`config.mk`:
```
export PLATFORM = sky130hd
export DESIGN_NAME = hazard_bubble_gate
export DESIGN_NICKNAME = d
export VERILOG_FILES = /design/src/rtl/hbg_pkg.sv /design/src/rtl/hbg_history.sv /design/src/rtl/hbg_need.sv /design/src/rtl/hbg_ctrl.sv /design/src/rtl/hazard_bubble_gate.sv
export SDC_FILE = /design/constraint.sdc
export NUM_CORES = 1
export LEC_CHECK = 0
export BUFFER_PORTS_ARGS = -buffer_cell sky130_fd_sc_hd__buf_2
export CAP_MARGIN = 40
export CELL_PAD_IN_SITES_DETAIL_PLACEMENT = 1
export CELL_PAD_IN_SITES_GLOBAL_PLACEMENT = 1
export CORE_UTILIZATION = 31
export DETAILED_ROUTE_END_ITERATION = 12
export PLACE_DENSITY = 0.9
export SYNTH_ARGS = -nofsm -noshare
export SYNTH_HDL_FRONTEND = slang
export SYNTH_SLANG_ARGS = --single-unit
export TNS_END_PERCENT = 10
```
`constraint.sdc`:
```
create_clock -name clk -period 2.05 [get_ports clk]
set_clock_uncertainty 0.1 [all_clocks]
set_input_delay 0.1025 -clock clk [delete_from_list [all_inputs] [get_ports clk]]
set_output_delay 0.1025 -clock clk [all_outputs]
set_load 0.005 [all_outputs]
```
`src/rtl/hbg_pkg.sv`:
```
`timescale 1ns/1ps
package hbg_pkg;
    // number of source operands per instruction
    localparam int unsigned NSRC = 2;
    // bubbles owed for a hit in the newest / older history slot
    localparam int unsigned GAP_NEAR = 2;
    localparam int unsigned GAP_FAR  = 1;

    typedef enum logic [1:0] {
        ST_FLOW  = 2'd0,
        ST_WAIT  = 2'd1,
        ST_ISSUE = 2'd2
    } hbg_state_e;
endpackage

```
`src/rtl/hbg_history.sv`:
```
`timescale 1ns/1ps
module hbg_history #(
    parameter int REG_W = 5
) (
    input  logic             clk,
    input  logic             rst,
    input  logic             shift_en,
    input  logic [REG_W-1:0] dst,
    input  logic             dst_en,
    output logic             new_vld,
    output logic [REG_W-1:0] new_idx,
    output logic             old_vld,
    output logic [REG_W-1:0] old_idx
);
    logic             nv_q, ov_q;
    logic [REG_W-1:0] ni_q, oi_q;

    always_ff @(posedge clk) begin
        if (rst) begin
            nv_q <= 1'b0;
            ni_q <= '0;
            ov_q <= 1'b0;
            oi_q <= '0;
        end else if (shift_en) begin
            ov_q <= nv_q;
            oi_q <= ni_q;
            nv_q <= dst_en;
            ni_q <= dst_en ? dst : '0;
        end
    end

    assign new_vld = nv_q;
    assign new_idx = ni_q;
    assign old_vld = ov_q;
    assign old_idx = oi_q;

    AST_HIST_FROZEN: assert property (@(posedge clk) disable iff (rst)
        !shift_en |=> ($stable(nv_q) && $stable(ni_q) && $stable(ov_q) && $stable(oi_q)));
    AST_HIST_AGES: assert property (@(posedge clk) disable iff (rst)
        shift_en |=> (ov_q == $past(nv_q) && oi_q == $past(ni_q)));
endmodule

```
`src/rtl/hbg_need.sv`:
```
`timescale 1ns/1ps
module hbg_need
    import hbg_pkg::*;
#(
    parameter int REG_W = 5,
    parameter int BUB_W = 2
) (
    input  logic [NSRC-1:0][REG_W-1:0] src_idx,
    input  logic [NSRC-1:0]            src_en,
    input  logic                       new_vld,
    input  logic [REG_W-1:0]           new_idx,
    input  logic                       old_vld,
    input  logic [REG_W-1:0]           old_idx,
    output logic [BUB_W-1:0]           need
);
    logic [NSRC-1:0] hit_near, hit_far;

    for (genvar g = 0; g < NSRC; g++) begin : g_src
        assign hit_near[g] = src_en[g] && new_vld && (src_idx[g] == new_idx);
        assign hit_far[g]  = src_en[g] && old_vld && (src_idx[g] == old_idx);
    end

    always_comb begin
        if (|hit_near)
            need = BUB_W'(GAP_NEAR);
        else if (|hit_far)
            need = BUB_W'(GAP_FAR);
        else
            need = '0;
    end
endmodule

```
`src/rtl/hbg_ctrl.sv`:
```
`timescale 1ns/1ps
module hbg_ctrl
    import hbg_pkg::*;
#(
    parameter int BUB_W = 2
) (
    input  logic             clk,
    input  logic             rst,
    input  logic             in_valid,
    input  logic             in_label,
    input  logic [BUB_W-1:0] need,
    input  logic             out_ready,
    output logic             in_ready,
    output logic             out_valid,
    output logic             sel_bubble,
    output logic             shift_en
);
    hbg_state_e       state_q, state_d;
    logic [BUB_W-1:0] cnt_q, cnt_d;
    logic             hazard;

    assign hazard = in_valid && !in_label && (need != '0);

    always_ff @(posedge clk) begin
        if (rst) begin
            state_q <= ST_FLOW;
            cnt_q   <= '0;
        end else begin
            state_q <= state_d;
            cnt_q   <= cnt_d;
        end
    end

    // next state
    always_comb begin
        state_d = state_q;
        cnt_d   = cnt_q;
        unique case (state_q)
            ST_FLOW: begin
                if (hazard && out_ready) begin
                    if (need == BUB_W'(1)) begin
                        state_d = ST_ISSUE;
                    end else begin
                        state_d = ST_WAIT;
                        cnt_d   = need - BUB_W'(1);
                    end
                end
            end
            ST_WAIT: begin
                if (out_ready) begin
                    cnt_d = cnt_q - BUB_W'(1);
                    if (cnt_q == BUB_W'(1))
                        state_d = ST_ISSUE;
                end
            end
            ST_ISSUE: begin
                if (in_valid && out_ready)
                    state_d = ST_FLOW;
            end
            default: begin
                state_d = ST_FLOW;
                cnt_d   = '0;
            end
        endcase
    end

    // outputs
    always_comb begin
        in_ready   = 1'b0;
        out_valid  = 1'b0;
        sel_bubble = 1'b0;
        shift_en   = 1'b0;
        unique case (state_q)
            ST_FLOW: begin
                out_valid = in_valid;
                if (hazard) begin
                    sel_bubble = 1'b1;
                end else begin
                    in_ready = out_ready;
                    shift_en = in_valid && out_ready && !in_label;
                end
            end
            ST_WAIT: begin
                out_valid  = 1'b1;
                sel_bubble = 1'b1;
            end
            ST_ISSUE: begin
                out_valid = in_valid;
                in_ready  = out_ready;
                shift_en  = in_valid && out_ready;
            end
            default: ;
        endcase
    end

    AST_WAIT_COUNT: assert property (@(posedge clk) disable iff (rst)
        (state_q == ST_WAIT) |-> (cnt_q != '0));
    AST_LAST_BUBBLE: assert property (@(posedge clk) disable iff (rst)
        (state_q == ST_WAIT && cnt_q == BUB_W'(1) && out_ready) |=> (state_q == ST_ISSUE && !sel_bubble));
endmodule

```
`src/rtl/hazard_bubble_gate.sv`:
```
`timescale 1ns/1ps
module hazard_bubble_gate
    import hbg_pkg::*;
#(
    parameter int REG_W = 5,
    parameter int PAY_W = 16
) (
    input  logic             clk,
    input  logic             rst,
    input  logic             in_valid,
    output logic             in_ready,
    input  logic             in_label,
    input  logic [REG_W-1:0] in_src0,
    input  logic             in_src0_en,
    input  logic [REG_W-1:0] in_src1,
    input  logic             in_src1_en,
    input  logic [REG_W-1:0] in_dst,
    input  logic             in_dst_en,
    input  logic [PAY_W-1:0] in_payload,
    output logic             out_valid,
    input  logic             out_ready,
    output logic             out_label,
    output logic [REG_W-1:0] out_src0,
    output logic             out_src0_en,
    output logic [REG_W-1:0] out_src1,
    output logic             out_src1_en,
    output logic [REG_W-1:0] out_dst,
    output logic             out_dst_en,
    output logic [PAY_W-1:0] out_payload
);
    localparam int BUB_W = $clog2(GAP_NEAR + 1);

    logic [NSRC-1:0][REG_W-1:0] src_idx;
    logic [NSRC-1:0]            src_en;
    logic                       new_vld, old_vld;
    logic [REG_W-1:0]           new_idx, old_idx;
    logic [BUB_W-1:0]           need;
    logic                       sel_bubble, shift_en;

    assign src_idx = {in_src1, in_src0};
    assign src_en  = {in_src1_en, in_src0_en};

    hbg_history #(.REG_W(REG_W)) u_hist (
        .clk(clk), .rst(rst), .shift_en(shift_en),
        .dst(in_dst), .dst_en(in_dst_en),
        .new_vld(new_vld), .new_idx(new_idx),
        .old_vld(old_vld), .old_idx(old_idx)
    );

    hbg_need #(.REG_W(REG_W), .BUB_W(BUB_W)) u_need (
        .src_idx(src_idx), .src_en(src_en),
        .new_vld(new_vld), .new_idx(new_idx),
        .old_vld(old_vld), .old_idx(old_idx),
        .need(need)
    );

    hbg_ctrl #(.BUB_W(BUB_W)) u_ctrl (
        .clk(clk), .rst(rst), .in_valid(in_valid), .in_label(in_label),
        .need(need), .out_ready(out_ready), .in_ready(in_ready),
        .out_valid(out_valid), .sel_bubble(sel_bubble), .shift_en(shift_en)
    );

    always_comb begin
        if (sel_bubble) begin
            out_label   = 1'b0;
            out_src0    = '0;
            out_src0_en = 1'b0;
            out_src1    = '0;
            out_src1_en = 1'b0;
            out_dst     = '0;
            out_dst_en  = 1'b0;
            out_payload = '0;
        end else begin
            out_label   = in_label;
            out_src0    = in_src0;
            out_src0_en = in_src0_en;
            out_src1    = in_src1;
            out_src1_en = in_src1_en;
            out_dst     = in_dst;
            out_dst_en  = in_dst_en;
            out_payload = in_payload;
        end
    end

    AST_NEAR_STALLS: assert property (@(posedge clk) disable iff (rst)
        ($past(!rst && in_valid && in_ready && !in_label && in_dst_en)
         && in_valid && !in_label && in_src0_en && in_src0 == $past(in_dst))
        |-> (!in_ready && out_valid));
    AST_BUBBLE_HELD: assert property (@(posedge clk) disable iff (rst)
        (out_valid && sel_bubble && !out_ready) |=> (out_valid && !in_ready));
endmodule

```
==> results of run 1 <==
==> power groups by stage <==
stage                     Combinational, uW  Sequential, uW  Clock (uW)
after floorplan                        90.2             324           0
after global placement                  177             324           0
after detailed placement                184             325           0
after CTS                               204             314         300
after global routing                    275             312         308
final                                   256             312         296
==> flip-flops by register name, indices dropped and copies added (netlist names) <==
name,count
u_ctrl.cnt_q,2
u_ctrl.state_q,2
u_hist.new_idx,5
u_hist.new_vld,1
u_hist.old_idx,5
u_hist.old_vld,1
==> per-stage QoR <==
stage / power [uW] / setup slack [ns] / utilization / TNS (ns)
6_report: 864 / -0.0947 / 0.551 / -2.69
5_1_grt: 894 / -0.187 / 0.551 / -6.79
3_5_place_dp: 509 / 0.00501 / 0.441 / 0
4_1_cts: 817 / -0.0359 / 0.500 / -0.624
2_1_floorplan: 414 / 0.375 / - / 0
3_3_place_gp: 501 / -0.0978 / 0.438 / -1.01
==> area by class of cell <==
type / instances / area (um^2) / area share
tap: 50 / 62.6 / 0.0278
timing repair buffer: 87 / 591 / 0.262
sequential: 16 / 350 / 0.156
clock buffer: 4 / 55.1 / 0.0244
inverter: 4 / 15.0 / 0.00667
multi-input combinational: 130 / 1180 / 0.523
==> worst paths after layout <==
| path | endpoint | cells after the start | slack (ns) |
|---|---|---|---|
| hold / removal | u_hist.new_idx[0] | 3 | 0.02 |
| setup reg to reg | u_hist.old_idx[0] | 8 | -0.09 |
| hold reg to reg | u_hist.old_idx[4] | 2 | 0.45 |
| setup / recovery | out_src1[0] | 8 | -0.09 |
==> synthesized netlist by cell type (all sizes together) <==
| master | n | area share |
|---|---|---|
| nand3b | 5 | 0.028 |
| a32o | 1 | 0.0074 |
| and2 | 35 | 0.16 |
| o2111ai | 1 | 0.0065 |
| nor2 | 5 | 0.014 |
| nand3 | 6 | 0.022 |
| nand2b | 12 | 0.056 |
| a31oi | 1 | 0.016 |
| inv | 4 | 0.011 |
| nor4b | 1 | 0.018 |
| a211oi | 1 | 0.0056 |
| o21ai | 1 | 0.0037 |
| o21bai | 1 | 0.0056 |
| xnor2 | 20 | 0.13 |
| o41ai | 1 | 0.0065 |
| or2b | 3 | 0.017 |
| a21oi | 5 | 0.019 |
| o31ai | 1 | 0.0056 |
| o21a | 1 | 0.0056 |
| o22a | 3 | 0.033 |
| dfxtp | 16 | 0.24 |
| ha | 1 | 0.0093 |
| clkbuf | 5 | 0.014 |
| nand2 | 5 | 0.014 |
| mux2i | 13 | 0.097 |
| buf | 4 | 0.020 |
| nand4 | 4 | 0.019 |
| nor3b | 1 | 0.0056 |
| o22ai | 1 | 0.0047 |
| nand4b | 1 | 0.0065 |
==> worst max-delay path, cell delays in order (launching register included) <==
cell      delay [ns]
dfxtp_2         0.36
xnor2_2         0.19
nand3_1         0.14
o22a_4          0.29
a21oi_4         0.14
o21bai_4        0.12
buf_6           0.15
and2_4          0.15
buf_2           0.12
==> cells by family (layout without fill, tap and decap cells) <==
| group | count (synthesis) | in the layout |
|---|---|---|
| simple gates | 78 | 78 |
| xor+xnor | 20 | 20 |
| flops | 16 | 16 |
| mux | 13 | 13 |
| compound gates | 18 | 18 |
| fa+ha+maj | 1 | 1 |
| buf+inv | 13 | 95 |
==> metal layers <==
layer | vias up | wire length, um
li1 | 703 | -
met4 | 0 | 216
met2 | 69 | 3090
met1 | 711 | 1960
met5 | - | 0
met3 | 18 | 221
==> repair_timing <==
| item | CTS | global route |
|---|---|---|
| hold buffers | 0 | 0 |
| endpoints found under the setup margin | 34 | 46 |
| gates cloned | 1 | 0 |
| setup buffers | 2 | 2 |
| hold endpoints to repair | 0 | 0 |
| pin swaps | 36 | 7 |
| gates resized for setup | 39 | 41 |
==> results.json, run 1 <==
{
  "syn_avg_cell_area_um2": 8.45,
  "pwr-share-clk": 0.343,
  "cts_tree": "done",
  "syn_to_final_growth_pct": 67.6,
  "start_kind": "flip-flop",
  "clockRootBuffer": "clkbuf_8",
  "antenna_found_initial": 0,
  "grt_pass1_wl_mm": 7.82,
  "status": "finished with violations",
  "setup_viol": 43,
  "firstDrtPassIters": 4,
  "period_share": 1.05,
  "die_area_um2": 4600,
  "drc": 0,
  "maxSlewViolCount": 0,
  "violations": "negative setup slack",
  "required_ns": 1.85,
  "hpwl_mm": 3.28,
  "grt_overflow": 0,
  "routed_wl_mm": 5.48,
  "fin_hold_ws_ns": 0.0233,
  "wire_per_inst_um": 18.8,
  "slew_headroom": 0.721,
  "numPlacedInstances": 283,
  "hold_start": "in_dst[0]",
  "cp.arrival_ns": 1.94,
  "num_antenna_cells": 0,
  "synth_warnings": 0,
  "cts_made_buffers": 3,
  "synth_top_family_by_area": "simple AND/OR/NAND/NOR gates",
  "swShare": 0.274,
  "startpoint": "u_hist.old_idx[2]",
  "drive_above_1_share": 0.589,
  "crit_fanout": 7,
  "rsz0062_at_grt": "true",
  "syn_nets": 199,
  "start_util": 0.329,
  "postSynthCellCount": 159,
  "io_buffers": 75,
  "ctsHtreeMaxLevel": 1,
  "met2_usage": 0.469,
  "r2r-start": "u_hist.old_idx[0]",
  "grt_usage": 0.240,
  "grt_max_degree": 25,
  "cts_sinks": 16,
  "synth_xor_area_frac": 0.130,
  "powerDensity_nw_per_um2": 384,
  "syn_area_um2": 1340,
  "postLayoutCellArea_um2": 2250,
  "layout.nets": 282,
  "top_usage_layer": "met2",
  "die_w_um": 67.8,
  "globalplace.congestion": 0.802,
  "path_clk_slew_ns": 0.07,
  "die_y_um": 67.8,
  "gr-usage-met3": 0.0200,
  "min_period_ns": 2.14,
  "via_per_inst": 5.16,
  "placed_cell_area_um2": 1800,
  "ys_seq_area_frac": 0.238,
  "core_um2": 4090,
  "synthAdderAreaFrac": 0.00931,
  "hold_viol_final": 0,
  "crit_type": "reg2out",
  "clock_latency_ns": 0.26,
  "power_frac_comb": 0.296,
  "max_cap_viol_count": 0,
  "p_leak_uw": 0.000949,
  "clockBufferDepth": 2,
  "tightest_slew_ns": 0.416,
  "fillers": 479,
  "most-common-layout-cells": "58 x buf_2, 22 x buf_6, 18 x and2_4, 17 x and2_1, 14 x xnor2_2",
  "hold_class": "in2reg",
  "ir_drop_v": 0.000201,
  "num_vias": 1501,
  "cp-end-kind": "output port",
  "initialDrtViolationCount": 46,
  "layout_commonest_cell": "buf_2",
  "num_rows": 23,
  "synthSimpleGateAreaFrac": 0.362,
  "antenna_left": 0,
  "grt_use_met1": 0.245,
  "power_frac_seq": 0.361,
  "grt_pass1_vias": 1545,
  "fmax_ghz": 0.466,
  "muxShareOfSynthArea": 0.0968,
  "final_cells": 291,
  "synth_compound_area_frac": 0.118,
  "synth-seq-cells": 16,
  "io_pins": 76,
  "setup_slack_ns": -0.0947,
  "power.switching_uw": 237,
  "internal_power_uw": 627,
  "synth_cell_types": 32
}
Note: power is estimated with default switching activity, not from simulation.
==> run 2, diff against run 1 <==
--- a/config.mk
+++ b/config.mk
@@ -9,9 +9,11 @@
 export CAP_MARGIN = 40
 export CELL_PAD_IN_SITES_DETAIL_PLACEMENT = 1
 export CELL_PAD_IN_SITES_GLOBAL_PLACEMENT = 1
-export CORE_UTILIZATION = 31
+export CORE_UTILIZATION = 33
+export CTS_CLUSTER_SIZE = 10
 export DETAILED_ROUTE_END_ITERATION = 12
-export PLACE_DENSITY = 0.9
+export PLACE_DENSITY = 0.94
+export SKIP_CTS_REPAIR_TIMING = 1
 export SYNTH_ARGS = -nofsm -noshare
 export SYNTH_HDL_FRONTEND = slang
 export SYNTH_SLANG_ARGS = --single-unit
==> constraint.sdc (replaced) <==
create_clock -name clk -period 2.5 [get_ports clk]
set_clock_uncertainty 0.1 [all_clocks]
set_input_delay 0.125 -clock clk [delete_from_list [all_inputs] [get_ports clk]]
set_output_delay 0.125 -clock clk [all_outputs]
set_load 0.005 [all_outputs]
==> run 2 against run 1 <==
Compared with the run above:
- the run now ends clean
- first-iteration DRC count unchanged
- critical path depth unchanged
- non-clock buffer count down 10
- clock power down 18%
- worst setup slack better by 0.25 ns
- critical path type unchanged
- largest power group unchanged
==> results.json, run 2 (synthesis results as in run 1) <==
{
  "clockBufferDepth": 2,
  "start_util": 0.356,
  "cp_num_buf_inv": 2,
  "cts_sinks": 16,
  "most-common-layout-cells": "75 x buf_2, 35 x and2_1, 20 x xnor2_1, 16 x dfxtp_1, 13 x mux2i_1",
  "grt_max_degree": 35,
  "hold_viol_final": 0,
  "initialDrtViolationCount": 46,
  "tightest_slew_ns": 0.493,
  "grt_usage": 0.209,
  "fmax_ghz": 0.427,
  "final_util": 0.479,
  "cts_made_buffers": 3,
  "critPathTopFamily": "compound AO/OA/AOI/OAI gates",
  "antenna_left": 0,
  "crit_chain": "xnor2_1 -> nand4_1 -> o22a_4 -> a21oi_1 -> o21bai_1 -> buf_4 -> and2_1 -> buf_2",
  "period_share": 0.936,
  "cp-end-kind": "output port",
  "ctsHtreeMaxLevel": 1,
  "powerDensity_nw_per_um2": 363,
  "routed_wl_mm": 4.23,
  "worst_path_max_delay_cell": "dfxtp_1",
  "hold_class": "in2reg",
  "ir_drop_v": 0.000180,
  "antenna_found_initial": 0,
  "firstDrtPassIters": 4,
  "min_period_ns": 2.34,
  "wire_per_inst_um": 15.2,
  "hpwl_mm": 3.34,
  "io_pins": 76,
  "setup_slack_ns": 0.159,
  "grt_pass1_wl_mm": 6.74,
  "die_w_um": 65.8,
  "globalplace.congestion": 0.796,
  "place_ws_ns": 0.465,
  "drc": 0,
  "r2r_setup_slack_ns": 0.49,
  "r2r_end": "u_hist.old_idx[0]",
  "swShare": 0.269,
  "max_cap_viol_count": 0,
  "power_frac_comb": 0.232,
  "p_leak_uw": 0.000731,
  "hold_depth": 3,
  "final_cells": 279,
  "io_buffers": 75,
  "crit_type": "reg2out",
  "layout_commonest_cell": "buf_2",
  "drive_above_1_share": 0.368,
  "num_vias": 1408,
  "clockRootBuffer": "clkbuf_8",
  "internal_power_uw": 480,
  "cp.arrival_ns": 2.12,
  "r2r-start": "u_hist.old_idx[4]",
  "rsz0062_at_grt": "false",
  "cts_tree": "done",
  "syn_to_final_growth_pct": 34.5,
  "start_kind": "flip-flop",
  "die_y_um": 65.8,
  "grt_pass1_vias": 1501,
  "num_antenna_cells": 0,
  "path_clk_slew_ns": 0.07,
  "via_per_inst": 5.05,
  "setup_tns_ns": 0,
  "power_frac_seq": 0.396,
  "numPlacedInstances": 275,
  "slew_headroom": 0.670,
  "required_ns": 2.28,
  "hold_path_end": "u_hist.new_idx[2]",
  "layout.nets": 272,
  "hold_start": "in_dst[2]",
  "cp_slowest_stage_delay_ns": 0.35,
  "crit_fanout": 34,
  "core_um2": 3770,
  "setup_viol": 0,
  "clock_latency_ns": 0.26,
  "num_rows": 22,
  "power.switching_uw": 177,
  "die_area_um2": 4330,
  "r2r_cells": 7,
  "pwr-share-clk": 0.372,
  "status": "finished clean",
  "maxSlewViolCount": 0,
  "grt_overflow": 0
}
==> run 2: stage by stage <==
stage / cell area [um^2] / hold slack, ns / total power (uW)
after floorplan: 1340 / 0.181 / 339
after global placement: 1740 / 0.314 / 410
after detailed placement: 1750 / 0.319 / 419
after CTS: 1810 / 0.0384 / 662
after global routing: 1810 / 0.0614 / 684
final: 1810 / 0.0437 / 657
==> run 2: worst max path at each step <==
stage,startpoint,depth (start not counted),slack (ns),end
after floorplan,u_hist.old_idx[1],7,0.80,out_dst[0]
after global placement,u_hist.new_idx[2],6,0.33,u_hist.old_idx[3]
after detailed placement,u_hist.old_idx[4],8,0.46,out_src0[1]
after CTS,u_hist.old_idx[4],8,0.15,out_src0[1]
after global routing,u_hist.old_idx[4],8,0.02,out_src0[1]
final,u_hist.old_idx[4],8,0.16,out_src0[1]
==> run 2: power by group through the flow <==
stage	sequential [uW]	clock [uW]	combinational [uW]
finish	260	244	152
global route	261	257	167
CTS	260	247	154
detailed placement	266	0	152
global placement	266	0	144
floorplan	265	0	74.0
==> run 2: layout make-up <==
| class | instances | area, um^2 |
|---|---|---|
| clock buffers | 4 | 55.1 |
| inverters | 4 | 15.0 |
| repair buffers | 77 | 394 |
| multi-input cells | 130 | 963 |
| well taps | 48 | 60.1 |
| flip-flops and latches | 16 | 320 |
| fillers | 477 | 1960 |
==> run 2: worst register-to-register path: stages (launching register included) <==
cell and delay (ns):
dfxtp_1 0.40, xnor2_1 0.12, nand4_1 0.13, o22a_4 0.19
a31oi_4 0.10, nor4b_4 0.46, buf_6 0.23, mux2i_1 0.20
==> run 2: metal layers <==
metal / up-vias / track usage / part of all wire
met3: 11 / 0.0328 / 0.052
li1: 686 / - / -
met4: 0 / 0.103 / 0.024
met1: 656 / 0.212 / 0.39
met5: - / 0 / 0
met2: 55 / 0.403 / 0.54
